===== config.mk =====
export PLATFORM = sky130hd
export DESIGN_NAME = focus_sweep
export DESIGN_NICKNAME = d
export VERILOG_FILES = /design/src/rtl/focus_pkg.sv /design/src/rtl/focus_raster.sv /design/src/rtl/focus_hf_accum.sv /design/src/rtl/focus_search.sv /design/src/rtl/focus_sweep.sv
export SDC_FILE = /design/constraint.sdc
export NUM_CORES = 1
export LEC_CHECK = 0
export BUFFER_PORTS_ARGS = -buffer_cell sky130_fd_sc_hd__buf_4
export CORE_MARGIN = 8
export CORE_UTILIZATION = 55
export DETAILED_ROUTE_END_ITERATION = 10
export PLACE_DENSITY = 0.76
export SLEW_MARGIN = 10
export SYNTH_ARGS = -nofsm -noshare
export SYNTH_HDL_FRONTEND = slang
export SYNTH_SLANG_ARGS = --single-unit

===== constraint.sdc =====
create_clock -name clk -period 5.55 [get_ports clk]
set_input_delay 1.11 -clock clk [delete_from_list [all_inputs] [get_ports clk]]
set_output_delay 1.11 -clock clk [all_outputs]
set_load 0.05 [all_outputs]

===== src/rtl/focus_pkg.sv =====
package focus_pkg;

  typedef enum logic [2:0] {
    S_IDLE,
    S_STEP_WR,
    S_WAIT_SOF_A,
    S_SETTLE,
    S_WAIT_SOF_B,
    S_SCORE,
    S_FINAL_WR
  } sweep_state_e;

  // absolute difference of two pixel values
  function automatic int unsigned pix_absdiff(int unsigned a, int unsigned b);
    return (a > b) ? (a - b) : (b - a);
  endfunction

  // point inside an inclusive rectangle
  function automatic logic in_rect(int unsigned c, int unsigned r,
                                   int unsigned x0, int unsigned x1,
                                   int unsigned y0, int unsigned y1);
    return (c >= x0) && (c <= x1) && (r >= y0) && (r <= y1);
  endfunction

  // point on the edge of an inclusive rectangle
  function automatic logic on_border(int unsigned c, int unsigned r,
                                     int unsigned x0, int unsigned x1,
                                     int unsigned y0, int unsigned y1);
    return in_rect(c, r, x0, x1, y0, y1) &&
           ((c == x0) || (c == x1) || (r == y0) || (r == y1));
  endfunction

endpackage


===== src/rtl/focus_raster.sv =====
module focus_raster #(
  parameter int COLS = 1280,
  parameter int ROWS = 720,
  localparam int COL_W = $clog2(COLS),
  localparam int ROW_W = $clog2(ROWS)
) (
  input  logic             clk,
  input  logic             rst_n,
  input  logic             vsync,
  input  logic             hsync,
  input  logic             pix_valid,
  output logic [COL_W-1:0] col,
  output logic [ROW_W-1:0] row,
  output logic             sof,
  output logic             last_pix
);
  localparam logic [COL_W-1:0] COL_LAST = COL_W'(COLS - 1);
  localparam logic [ROW_W-1:0] ROW_LAST = ROW_W'(ROWS - 1);

  logic vs_q, hs_q;
  logic line_start;

  assign sof        = vsync & ~vs_q;
  assign line_start = hsync & ~hs_q;
  assign last_pix   = pix_valid && (col == COL_LAST) && (row == ROW_LAST);

  always_ff @(posedge clk) begin
    if (!rst_n) begin
      vs_q <= 1'b0;
      hs_q <= 1'b0;
      col  <= '0;
      row  <= '0;
    end else begin
      vs_q <= vsync;
      hs_q <= hsync;
      if (sof) begin
        col <= '0;
        row <= '0;
      end else if (line_start) begin
        col <= '0;
      end else if (pix_valid) begin
        if (col == COL_LAST) begin
          col <= '0;
          row <= (row == ROW_LAST) ? '0 : row + 1'b1;
        end else begin
          col <= col + 1'b1;
        end
      end
    end
  end
endmodule


===== src/rtl/focus_hf_accum.sv =====
module focus_hf_accum import focus_pkg::*; #(
  parameter int PIX_W = 10,
  parameter int COL_W = 11,
  parameter int ROW_W = 10,
  parameter int SUM_W = 32
) (
  input  logic             clk,
  input  logic             rst_n,
  input  logic             pix_valid,
  input  logic [PIX_W-1:0] pix_data,
  input  logic             sof,
  input  logic             last_pix,
  input  logic [COL_W-1:0] col,
  input  logic [ROW_W-1:0] row,
  input  logic [COL_W-1:0] win_x0,
  input  logic [COL_W-1:0] win_x1,
  input  logic [ROW_W-1:0] win_y0,
  input  logic [ROW_W-1:0] win_y1,
  output logic [SUM_W-1:0] frame_sum,
  output logic             sum_valid
);
  logic [PIX_W-1:0] hist1, hist2;
  logic [SUM_W-1:0] acc;
  logic             pair_ok;
  logic [SUM_W-1:0] term;
  logic [SUM_W-1:0] acc_next;

  // both the current pixel and the one two columns back lie in the window
  assign pair_ok = pix_valid &&
                   in_rect(32'(col), 32'(row), 32'(win_x0), 32'(win_x1),
                           32'(win_y0), 32'(win_y1)) &&
                   (32'(col) >= 32'(win_x0) + 32'd2);
  assign term     = pair_ok ? SUM_W'(pix_absdiff(32'(pix_data), 32'(hist2))) : '0;
  assign acc_next = acc + term;

  always_ff @(posedge clk) begin
    if (!rst_n) begin
      hist1     <= '0;
      hist2     <= '0;
      acc       <= '0;
      frame_sum <= '0;
      sum_valid <= 1'b0;
    end else begin
      sum_valid <= 1'b0;
      if (pix_valid) begin
        hist1 <= pix_data;
        hist2 <= hist1;
      end
      if (sof) begin
        acc <= '0;
      end else if (pix_valid) begin
        acc <= acc_next;
      end
      if (last_pix) begin
        frame_sum <= acc_next;
        sum_valid <= 1'b1;
      end
    end
  end
endmodule


===== src/rtl/focus_search.sv =====
module focus_search import focus_pkg::*; #(
  parameter int LENS_W = 10,
  parameter int SUM_W  = 32,
  parameter int STEP   = 32,
  parameter int LIMIT  = 1020
) (
  input  logic              clk,
  input  logic              rst_n,
  input  logic              start,
  input  logic              area_sel,
  input  logic              wr_ack,
  input  logic              sof,
  input  logic              last_pix,
  input  logic [SUM_W-1:0]  frame_sum,
  input  logic              sum_valid,
  output logic              area_q,
  output logic              wr_req,
  output logic [LENS_W-1:0] code_q,
  output logic              busy,
  output logic              done,
  output logic              score_take
);
  localparam int unsigned LAST_POS = (LIMIT / STEP) * STEP;
  localparam logic [LENS_W-1:0] STEP_C = LENS_W'(STEP);

  sweep_state_e      state;
  logic [LENS_W-1:0] pos;
  logic [LENS_W-1:0] best_pos;
  logic [SUM_W-1:0]  best_sum;
  logic              better;
  logic [LENS_W-1:0] pick_pos;
  logic              at_end;

  assign better     = frame_sum > best_sum;   // strict: ties keep earlier
  assign pick_pos   = better ? pos : best_pos;
  assign at_end     = (32'(pos) >= LAST_POS);
  assign busy       = (state != S_IDLE);
  assign score_take = (state == S_SCORE) && sum_valid;

  always_ff @(posedge clk) begin
    if (!rst_n) begin
      state    <= S_IDLE;
      area_q   <= 1'b0;
      wr_req   <= 1'b0;
      code_q   <= '0;
      pos      <= '0;
      best_pos <= '0;
      best_sum <= '0;
      done     <= 1'b0;
    end else begin
      done <= 1'b0;
      unique case (state)
        S_IDLE: if (start) begin
          area_q   <= area_sel;
          pos      <= '0;
          best_pos <= '0;
          best_sum <= '0;
          code_q   <= '0;
          wr_req   <= 1'b1;
          state    <= S_STEP_WR;
        end
        S_STEP_WR: if (wr_ack) begin
          wr_req <= 1'b0;
          state  <= S_WAIT_SOF_A;
        end
        S_WAIT_SOF_A: if (sof) state <= S_SETTLE;
        S_SETTLE:     if (last_pix) state <= S_WAIT_SOF_B;
        S_WAIT_SOF_B: if (sof) state <= S_SCORE;
        S_SCORE: if (sum_valid) begin
          if (better) best_sum <= frame_sum;
          best_pos <= pick_pos;
          wr_req   <= 1'b1;
          if (at_end) begin
            code_q <= pick_pos;
            state  <= S_FINAL_WR;
          end else begin
            pos    <= pos + STEP_C;
            code_q <= pos + STEP_C;
            state  <= S_STEP_WR;
          end
        end
        S_FINAL_WR: if (wr_ack) begin
          wr_req <= 1'b0;
          done   <= 1'b1;
          state  <= S_IDLE;
        end
        default: state <= S_IDLE;
      endcase
    end
  end
endmodule


===== src/rtl/focus_sweep.sv =====
module focus_sweep import focus_pkg::*; #(
  parameter int COLS     = 1280,
  parameter int ROWS     = 720,
  parameter int PIX_W    = 10,
  parameter int LENS_W   = 10,
  parameter int SUM_W    = 32,
  parameter int STEP     = 32,
  parameter int LIMIT    = 1020,
  parameter int WIN_X0   = 480,
  parameter int WIN_X1   = 799,
  parameter int WIN_Y0   = 270,
  parameter int WIN_Y1   = 449,
  parameter logic [6:0] DEV_ADDR = 7'h18,
  parameter logic [7:0] LENS_REG = 8'h00
) (
  input  logic              clk,
  input  logic              rst_n,
  input  logic              start,
  input  logic              area_sel,
  input  logic              vsync,
  input  logic              hsync,
  input  logic              pix_valid,
  input  logic [PIX_W-1:0]  pix_data,
  input  logic              wr_ack,
  output logic              wr_req,
  output logic [6:0]        wr_dev,
  output logic [7:0]        wr_reg,
  output logic [LENS_W-1:0] wr_data,
  output logic [LENS_W-1:0] lens_code,
  output logic              busy,
  output logic              done,
  output logic              outline
);
  localparam int COL_W = $clog2(COLS);
  localparam int ROW_W = $clog2(ROWS);
  localparam logic [COL_W-1:0] CX0 = COL_W'(WIN_X0);
  localparam logic [COL_W-1:0] CX1 = COL_W'(WIN_X1);
  localparam logic [ROW_W-1:0] CY0 = ROW_W'(WIN_Y0);
  localparam logic [ROW_W-1:0] CY1 = ROW_W'(WIN_Y1);
  localparam logic [COL_W-1:0] FX1 = COL_W'(COLS - 1);
  localparam logic [ROW_W-1:0] FY1 = ROW_W'(ROWS - 1);

  logic [COL_W-1:0]  col;
  logic [ROW_W-1:0]  row;
  logic              sof, last_pix;
  logic [SUM_W-1:0]  frame_sum;
  logic              sum_valid;
  logic              area_q;
  logic              score_take;
  logic [LENS_W-1:0] code_q;
  logic [COL_W-1:0]  win_x0, win_x1;
  logic [ROW_W-1:0]  win_y0, win_y1;

  assign win_x0 = area_q ? CX0 : '0;
  assign win_x1 = area_q ? CX1 : FX1;
  assign win_y0 = area_q ? CY0 : '0;
  assign win_y1 = area_q ? CY1 : FY1;

  focus_raster #(.COLS(COLS), .ROWS(ROWS)) u_raster (
    .clk(clk), .rst_n(rst_n), .vsync(vsync), .hsync(hsync),
    .pix_valid(pix_valid), .col(col), .row(row), .sof(sof), .last_pix(last_pix)
  );

  focus_hf_accum #(.PIX_W(PIX_W), .COL_W(COL_W), .ROW_W(ROW_W), .SUM_W(SUM_W)) u_accum (
    .clk(clk), .rst_n(rst_n), .pix_valid(pix_valid), .pix_data(pix_data),
    .sof(sof), .last_pix(last_pix), .col(col), .row(row),
    .win_x0(win_x0), .win_x1(win_x1), .win_y0(win_y0), .win_y1(win_y1),
    .frame_sum(frame_sum), .sum_valid(sum_valid)
  );

  focus_search #(.LENS_W(LENS_W), .SUM_W(SUM_W), .STEP(STEP), .LIMIT(LIMIT)) u_search (
    .clk(clk), .rst_n(rst_n), .start(start), .area_sel(area_sel), .wr_ack(wr_ack),
    .sof(sof), .last_pix(last_pix), .frame_sum(frame_sum), .sum_valid(sum_valid),
    .area_q(area_q), .wr_req(wr_req), .code_q(code_q), .busy(busy), .done(done),
    .score_take(score_take)
  );

  assign wr_dev    = DEV_ADDR;
  assign wr_reg    = LENS_REG;
  assign wr_data   = code_q;
  assign lens_code = code_q;
  assign outline   = pix_valid && area_sel &&
                     on_border(32'(col), 32'(row), WIN_X0, WIN_X1, WIN_Y0, WIN_Y1);
endmodule


# Word level (Yosys, flattened, before mapping)
# Index checks and enable logic that the tools add are counted.
word_totals:
  ff_bits: 176
  latchBits: 0
  ramBits: 0
  romBits: 0
  input_bits: 18
  output_inout_bits: 39
  mem_count: 0
classes:
  addsub: 7
  multipliers: 0
  n_div: 0
  order_cmp: 12
  n_eq_ne: 22
  n_shift: 0
  mux: 37
  n_bitwise: 6
  n_reduce_logical: 31
op_table:
  columns: ["cell", "count"]
  rows:
  - ["$mux W32", 5]
  - ["$mux W10", 9]
  - ["$pmux W32 S2", 1]
  - ["$pmux W10 S2", 3]
  - ["$add A32 B32 Y32", 1]
  - ["$ge A11 B32 Y1", 1]
  - ["$gt A32 B32 Y1", 1]
  - ["$mux W3", 8]
  - ["$mux W11", 2]
  - ["$sub A10 B10 Y11", 2]
  - ["$pmux W3 S7", 1]
  - ["$eq A10 B9 Y1 const B", 2]
  - ["$mux W9", 2]
  - ["$ne A2 B2 Y1 const B", 8]
  - ["$logic_and A1 B1 Y1", 13]
  - ["$reduce_and A4 Y1", 3]
  - ["$add A11 B1 Y11 const B", 1]
  - ["$eq A11 B10 Y1 const B", 1]
  - ["$eq A11 B11 Y1 const B", 1]
  - ["$eq A11 B9 Y1 const B", 1]
  - ["$ge A11 B9 Y1", 1]
  - ["$ge A11 B9 Y1 const B", 1]
  - ["$le A11 B10 Y1 const B", 1]
  - ["$le A11 B11 Y1", 1]
  - ["27 further kinds", 45]

# Logic depth before layout (Yosys ltp)
# Gate-level depths: netlist of run 1.
logic_depth:
  word_depth: 9
  depth_mapped: 23
  depth_no_buf: 23

# Hierarchy
# A second synthesis of run 1 with hierarchy kept.
hier_totals:
  hier_cells: 1431
  hier_area_um2: 12002.8
by_module_without_submodules:
  columns: ["module", "n_inst", "cells_each", "area_per_inst_um2"]
  rows:
  - ["focus_hf_accum", 1, 888, 7245.7]
  - ["focus_search", 1, 358, 3246.9]
  - ["focus_raster", 1, 135, 1156.1]
  - ["focus_sweep", 1, 50, 354.1]

# Worst setup path before layout of run 1
# OpenSTA, ideal clock, no wires.
synth_path:
  kind: "in2reg"
  from: "in pix_data[6]"
  to: "reg u_accum.acc[31]"
  arrival_ps: 5688
  required_time_ps: 5478
  slack_ps: -209
  path_stages: 21
  path_buffers: 1
  path_cell_list: "inv_1 ha_1 buf_6 a21oi_4 o21ai_2 and2_4 or4_4 a32oi_1 o211ai_1 a221oi_2 mux2i_1 or3_1 ha_1 and2_1 a221oi_1 o221ai_1 o21ai_0 o21ai_0 a21o_1 nand3_1 mux2i_1"
synth_via:
  elab_chain_len: 4
  elab_cells_between_ends: 6
  cone_classes: "add/sub (3); order compare (1); mux (2)"
synth_rtl:
  columns: ["element", "line", "rtl"]
  rows:
  - ["start: declaration", "focus_sweep.sv:23", "input logic [PIX_W-1:0] pix_data,"]
  - ["$sub A10 B10 Y11 or $gt A10 B10 Y1 (tied branches)", "focus_pkg.sv:15", "return (a > b) ? (a - b) : (b - a);"]
  - ["$mux W32 *", "focus_pkg.sv:15", null]
  - ["$mux W32 *", "focus_hf_accum.sv:33", "assign term = pair_ok ? SUM_W'(pix_absdiff(32'(pix_data), 32'(hist2))) : '0;"]
  - ["$add A32 B32 Y32 *", "focus_hf_accum.sv:34", "assign acc_next = acc + term;"]
  - ["end signal: assignment", "focus_hf_accum.sv:52", "acc <= acc_next;"]
  - ["end: declaration", "focus_hf_accum.sv:23", "logic [SUM_W-1:0] acc;"]
# Mark *: on every way between the ends. The rest lies on a longest branch, timed or not.
# A chain may end at the register's enable or synchronous reset.

# Worst setup path in the final report of run 1
layout_path:
  from: "in pix_data[1]"
  to: "reg u_accum.acc[30]"
# Same word-level chain as after synthesis.

==> results.txt, run 1 <==
Status -> finished clean
Max-slew violation count -> 0
Via count -> 9155
WP data required -> 5.87 ns
CP Depth -> 22
Critical path class -> primary input to flop
Hold Vio Cnt, Final -> 0
R2R Setup Slk -> 0.51 ns
Slowest cell delay on critical path -> 0.50 ns
Largest net degree at the start of global routing -> 71
Worst EP arrival -> 5.60 ns
GRT Util Overall -> 20.4%
Cell with the most instances after synthesis -> dfxtp_1
Post-Synth Simple-Gate Area -> 18.8%
Number of nets in the layout -> 1488
Crit path launch type -> primary input
HPWL Detailed -> 17600 um
Synth Area per Inst -> 8.36 um2
Hold_buf cts -> 0
Cell Count, Final, Fillers Out -> 1605
Die extent in x -> 154 um
Setup-failing EPs final -> 0
N_diodes -> 0
Largest delay share family, worst path -> compound AO/OA/AOI/OAI gates
Vias per inst -> 5.70
Final hold slack -> 0.460 ns
Critical-path top delay cell -> or4_4
DRC errors left -> 0
Final period utilization -> 95.2%
Synth cell count leaders -> 171 x dfxtp_1, 122 x nor2_1, 110 x nand2_1
RSZ-0062 raised after global routing -> yes
Vias in the first global route -> 8652
Synth area leader -> dfxtp_1
Largest cells by area after synthesis -> dfxtp_1 33%, ha_1 13%, mux2i_1 4.9%
RR Startpoint -> u_search.area_q
Routed Antenna Nets -> 0
Worst path buffer plus inverter count -> 3
Post-synthesis compound-gate area fraction -> 18.6%
Worst skew pair latency -> 0.44 ns
Max Freq -> 189 MHz
Register bit total from synthesis -> 171
Pwr dens -> 224 mW/mm2
Initial Util -> 56.1%
Post-Synth XOR/XNOR Area -> 4.62%
Hold/Removal Path Class -> flop to flop
Tightest Pin Transition -> 0.991 ns
GPL Wtd Cong -> 0.925
Critical path launch point -> pix_data[1]
# port buffers -> 41
TritonCTS clock tree -> built
Synth top area share -> 32.5%
Die Y -> 154 um
Max_cap viols -> 0
Clock skew -> 0.0148 ns
Initial antenna violation count -> 0
First drt pass iteration count -> 5
R2R cell count -> 21
Primary FF master, synth -> dfxtp_1
Die area -> 0.0238 mm2
Mapped Area -> 0.0105 mm2
P&R area growth vs syn -> 16.0%
DP Area -> 0.0116 mm2
Max-slew headroom -> 34.0%
Number of synthesized flops with an enable pin -> 0
Overall routed net length -> 24300 um
Clock-pin slew on the worst setup and hold paths -> 0.07 ns
WL/cell -> 15.1 um
First-pass GRT wire length -> 41000 um
Cells along the critical path -> buf_4 > inv_1 > ha_1 > nor2b_1 > o21ai_0 > a211oi_1 > or4_4 > a32oi_1 > o211ai_1 > a221oi_2 > mux2i_1 > or3_1 > ha_4 > buf_4 > nand2_1 > nor3b_1 > o41a_1 > o2111ai_1 > a31oi_1 > o21a_1 > nor2_1 > nand3b_1
End of the critical path -> u_accum.acc[30]
Share of cells above drive strength 1 -> 15.0%
Tmin final -> 5.28 ns
Mux cell area share after synthesis -> 5.16%
Rows -> 50
Max VDD drop -> 0.222 mV
Synth unique cells -> 72
CTS max path bufs -> 2
Max FO, Critical Path -> 4
Core area -> 0.0188 mm2
Largest family of logic cells by synthesized area -> simple AND/OR/NAND/NOR gates
CTS Buf Count -> 17
CTS root buf -> clkbuf_16
Cells after DPL -> 1572
Post-synthesis sequential area ratio -> 32.5%
Initial DRC count -> 542
Grt total ovfl -> 0
Gate Count Post-Synth -> 1259
Post-synthesis adder-cell area fraction -> 13.4%
Synth warn -> 0
Setup crit end kind -> flop
Num ports -> 57
Design area -> 0.0122 mm2
H-tree Lvls -> 4
Clock sinks -> 171
Leak -> 5.43 nW
Worst r2r dst -> u_accum.acc[30]
Fraction of registers with async set/reset -> 0%
Cell mode on critical path -> buf_4
[final cells by class]
cell class                      instances  area, um2
Clock inverter                         13        126
Clock buffer                           18        439
Timing Repair Buffer                  140       1050
Inverter                               90        338
Sequential cell                       171       3420
Fill cell                            1564       6570
Multi-Input combinational cell        939       6530
Tap cell                              234        293
[cell usage in the layout, fill, tap and decap left out, drive strengths merged, types with 4 or more instances in the layout]
cell type,instances
a31oi,9
o21bai,9
nand2b,7
xnor2,30
nand3b,8
ha,108
a21o,32
o211ai,8
or2,4
a32oi,4
xor2,23
dfxtp,171
nor2b,14
nor2,122
nor3b,4
o2111ai,4
a22o,37
nand4b,7
nand4,25
nand3,37
clkbuf,18
buf,140
mux2i,52
o21a,5
conb,15
nor3,21
or3,7
o21ai,55
inv,99
a211oi,9
nand2,110
nor4,7
a21oi,97
and3,8
o31ai,7
and2,16
[through the flow]
step	setup TNS (ns)	power (mW)	setup WS, ns	util [%]
global route	-0.321	2.82	-0.0567	65.0
floorplan	0	1.50	0.0299	-
detailed placement	-3.76	1.60	-0.263	61.6
CTS	0	2.74	0.180	64.6
finish	0	2.73	0.268	65.0
global placement	-0.771	1.59	-0.138	61.6
[power by group]
group | internal (mW) | total [mW] | switching, mW
clock | 0.605 | 1.16 | 0.553
sequential | 1.24 | 1.25 | 0.0127
combinational | 0.121 | 0.318 | 0.198
total | 1.97 | 2.73 | 0.763
[flip-flops by register name (all words and copies together), names as in the netlist]
register           cells
u_raster.col          11
u_accum.acc           32
u_search.state         3
u_accum.hist1         10
u_accum.hist2         10
u_raster.row          10
u_search.area_q        1
u_search.best_sum     32
u_raster.hs_q          1
u_search.code_q       10
u_raster.vs_q          1
u_search.pos           5
u_accum.sum_valid      1
u_accum.frame_sum     32
u_search.best_pos     10
u_search.done          1
u_search.wr_req        1
[worst min path at each step]
stage | startpoint | end | slack [ns] | cells past startpoint
finish | u_search.wr_req | u_search.wr_req | 0.46 | 2
global route | u_search.best_pos[0] | u_search.best_pos[0] | 0.48 | 1
CTS | u_search.wr_req | u_search.wr_req | 0.46 | 2
floorplan | u_search.best_pos[0] | u_search.best_pos[0] | 0.43 | 1
global placement | u_search.best_pos[1] | u_search.best_pos[1] | 0.44 | 1
detailed placement | u_search.best_pos[0] | u_search.best_pos[0] | 0.45 | 1
[routing by layer]
layer  share of wire, %  GRT usage, %  wire [um]  vias to the layer above
li1                   -             -          -                     4605
met1                 48          26.1      11600                     4336
met2                 47          34.8      11400                      194
met3                4.2          3.96       1010                       20
met4                1.0          4.43        250                        0
met5                  0             0          0                        -
[worst register-to-register path: stages (launching register included)]
cell and delay, ns:
dfxtp_1 0.33, inv_1 0.16, ha_1 0.36, nand4_1 0.14
nor4b_1 0.34, a31oi_1 0.08, o31ai_1 0.29, o2111ai_1 0.18
buf_4 0.21, nor2_1 0.44, and2_2 0.39, buf_4 0.21
buf_4 0.13, ha_1 0.23, a21oi_1 0.22, o21bai_1 0.09
a21o_1 0.19, a211oi_1 0.34, a31oi_1 0.16, o21a_1 0.23
nand4b_1 0.12, nand3b_1 0.09
[kinds of logic (layout without fill, tap and decap cells)]
kind of cell,after synthesis,in the layout
simple gates,407,407
compound gates,299,299
flops,171,171
buf+inv,162,261
fa+ha+maj,111,111
xor+xnor,54,54
mux,53,53
other cells,2,15
[what timing repair did]
| item | in CTS | in global routing |
|---|---|---|
| buffers inserted | 0 | 2 |
| endpoints found under the setup margin | 0 | 26 |
| resized for setup | 0 | 15 |
Note: power is estimated with default switching activity, not from simulation.
==> run 2, diff against run 1 <==
- GPL_TIMING_DRIVEN: default -> 0
==> run 2 against run 1 <==
Compared with the run above:
- register-to-register slack got worse by 0.13 ns
- total power grew 2.4%
- setup slack worse by 0.081 ns
- via count is 0.84% lower
- core utilization fell by 0.77 points
- highest routed layer unchanged
- critical path depth shrank 1
==> results.txt, run 2 (synthesis results as in run 1) <==
Worst skew pair latency -> 0.43 ns
Clock skew -> 0.0107 ns
Commonest non-fill, non-tap cell in the layout -> dfxtp_1
Leak -> 5.18 nW
FILL cells -> 1594
DRC errors left -> 0
Pwr dens -> 232 mW/mm2
First drt pass iteration count -> 5
Max-slew violation count -> 0
Overall routed net length -> 24900 um
H-tree Lvls -> 4
Most frequent cells in the layout -> 170 x dfxtp_1, 120 x nor2_1, 110 x nand2_1
Initial DRC count -> 425
Combinational power share -> 11.6%
Critical path class -> primary input to flop
Die Y -> 154 um
WL/cell -> 15.7 um
Tmin final -> 5.36 ns
Max VDD drop -> 0.204 mV
DP Area -> 0.0112 mm2
CTS root buf -> clkbuf_16
Design area -> 0.0121 mm2
Critical-path top delay cell -> or4_4
Grt total ovfl -> 0
Core area -> 0.0188 mm2
Num ports -> 57
Setup-failing EPs final -> 0
Final period utilization -> 96.6%
Hold_buf cts -> 0
First-pass GRT wire length -> 41100 um
P&R area growth vs syn -> 14.6%
Crit path launch type -> primary input
Switching share of power -> 27.0%
GPL Wtd Cong -> 0.921
Hold Vio Cnt, Final -> 0
CTS Buf Count -> 17
Setup crit end kind -> flop
Sequential share of power -> 44.8%
Vias in the first global route -> 8570
Slowest cell delay on critical path -> 0.49 ns
Max-slew headroom -> 31.9%
Cells after DPL -> 1546
Max FO, Critical Path -> 5
Cell Count, Final, Fillers Out -> 1583
Die area -> 0.0238 mm2
Rows -> 50
GRT Util Overall -> 20.6%
Tightest Pin Transition -> 1.01 ns
Clock sinks -> 171
Routed Antenna Nets -> 0
Share of cells above drive strength 1 -> 11.9%
Via count -> 9078
Critical path launch point -> pix_data[1]
Cells along the critical path -> buf_4 > inv_4 > ha_4 > nor2b_1 > o21ai_2 > a211oi_4 > or4_4 > a32oi_1 > o211ai_1 > a221oi_2 > mux2i_1 > or3_4 > ha_4 > and2_1 > a221oi_4 > o221ai_4 > o211ai_1 > a21oi_1 > or3_4 > nand3_2 > a21oi_2
Final core occ -> 64.3%
Max Freq -> 186 MHz
Initial Util -> 56.1%
Number of nets in the layout -> 1466
Clock power share -> 43.6%
Internal Power -> 2.04 mW
RR Startpoint -> u_search.area_q
Die extent in x -> 154 um
Worst Hold Launch -> u_search.best_pos[0]
WP data required -> 5.85 ns
Status -> finished clean
TritonCTS clock tree -> built
HPWL Detailed -> 18600 um
Vias per inst -> 5.73
Max_cap viols -> 0
Initial antenna violation count -> 0
Largest regs -> u_accum.acc (32), u_accum.frame_sum (32), u_search.best_sum (32)
Clock-pin slew on the worst setup and hold paths -> 0.07 ns
Hold/Removal Path Class -> flop to flop
N_diodes -> 0
Largest net degree at the start of global routing -> 23
# port buffers -> 40
Net Switching -> 0.754 mW
Worst EP arrival -> 5.66 ns
CTS max path bufs -> 2
==> run 2: cell count changes in the layout (fill, tap and decap cells not counted), moves of 4 or more <==
cell | previous run | this run
o21ai_0 | 49 | 44
buf_4 | 139 | 72
buf_1 | 0 | 4
clkbuf_1 | 0 | 40
ha_4 | 1 | 6
ha_1 | 106 | 101
==> run 2: final timing paths <==
path / to / slack [ns] / cells after the start
setup reg to reg: u_accum.frame_sum[31] / 0.38 / 18
hold / removal: u_search.best_pos[0] / 0.46 / 1
hold reg to reg: u_search.best_pos[0] / 0.46 / 1
setup / recovery: u_accum.frame_sum[25] / 0.19 / 21
==> run 2: power groups by stage <==
stage | Sequential [mW] | Clock, mW | Combinational [mW]
floorplan | 1.28 | 0 | 0.222
global placement | 1.28 | 0 | 0.297
detailed placement | 1.28 | 0 | 0.302
CTS | 1.25 | 1.23 | 0.307
global route | 1.25 | 1.29 | 0.354
finish | 1.25 | 1.22 | 0.324
==> run 2: cell type report <==
| type | instances | area (um2) | share of cell area [%] |
|---|---|---|---|
| inverter | 90 | 340 | 2.82 |
| multi-input combinational | 939 | 6680 | 55.4 |
| clock buffer | 18 | 439 | 3.64 |
| buffer | 71 | 375 | 3.11 |
| tap | 234 | 293 | 2.43 |
| timing repair buffer | 47 | 353 | 2.93 |
| sequential | 171 | 3420 | 28.4 |
| clock inverter | 13 | 153 | 1.27 |
==> run 2: through the flow <==
| stage | hold slack (ns) | TNS, ns | total power [mW] | setup WS, ns |
|---|---|---|---|---|
| CTS | 0.468 | 0 | 2.79 | 0.0370 |
| detailed placement | 0.449 | -15.67 | 1.58 | -0.800 |
| finish | 0.465 | 0 | 2.79 | 0.187 |
| global route | 0.491 | -0.112 | 2.89 | -0.0331 |
| global placement | 0.441 | -14.18 | 1.58 | -0.792 |
| floorplan | 0.429 | 0 | 1.50 | 0.0299 |
==> run 2: timing repair <==
action                     in CTS  in global routing
resized for setup              10                 42
buffers inserted                3                  4
pin swaps                       2                 22
setup endpoints to repair      26                 40
==> run 2: critical path, delay by kind of cell <==
family	cells	cell delay, ns
mux	1	0.13
compound gates	10	2.02
fa+ha+maj	2	0.48
simple gates	6	1.72
buf+inv	2	0.18
==> run 2: layer usage <==
metal	routed length [um]	GRT usage (%)
met5	0	0
met4	269	4.85
met3	1170	3.73
met2	11700	34.7
met1	11800	26.8
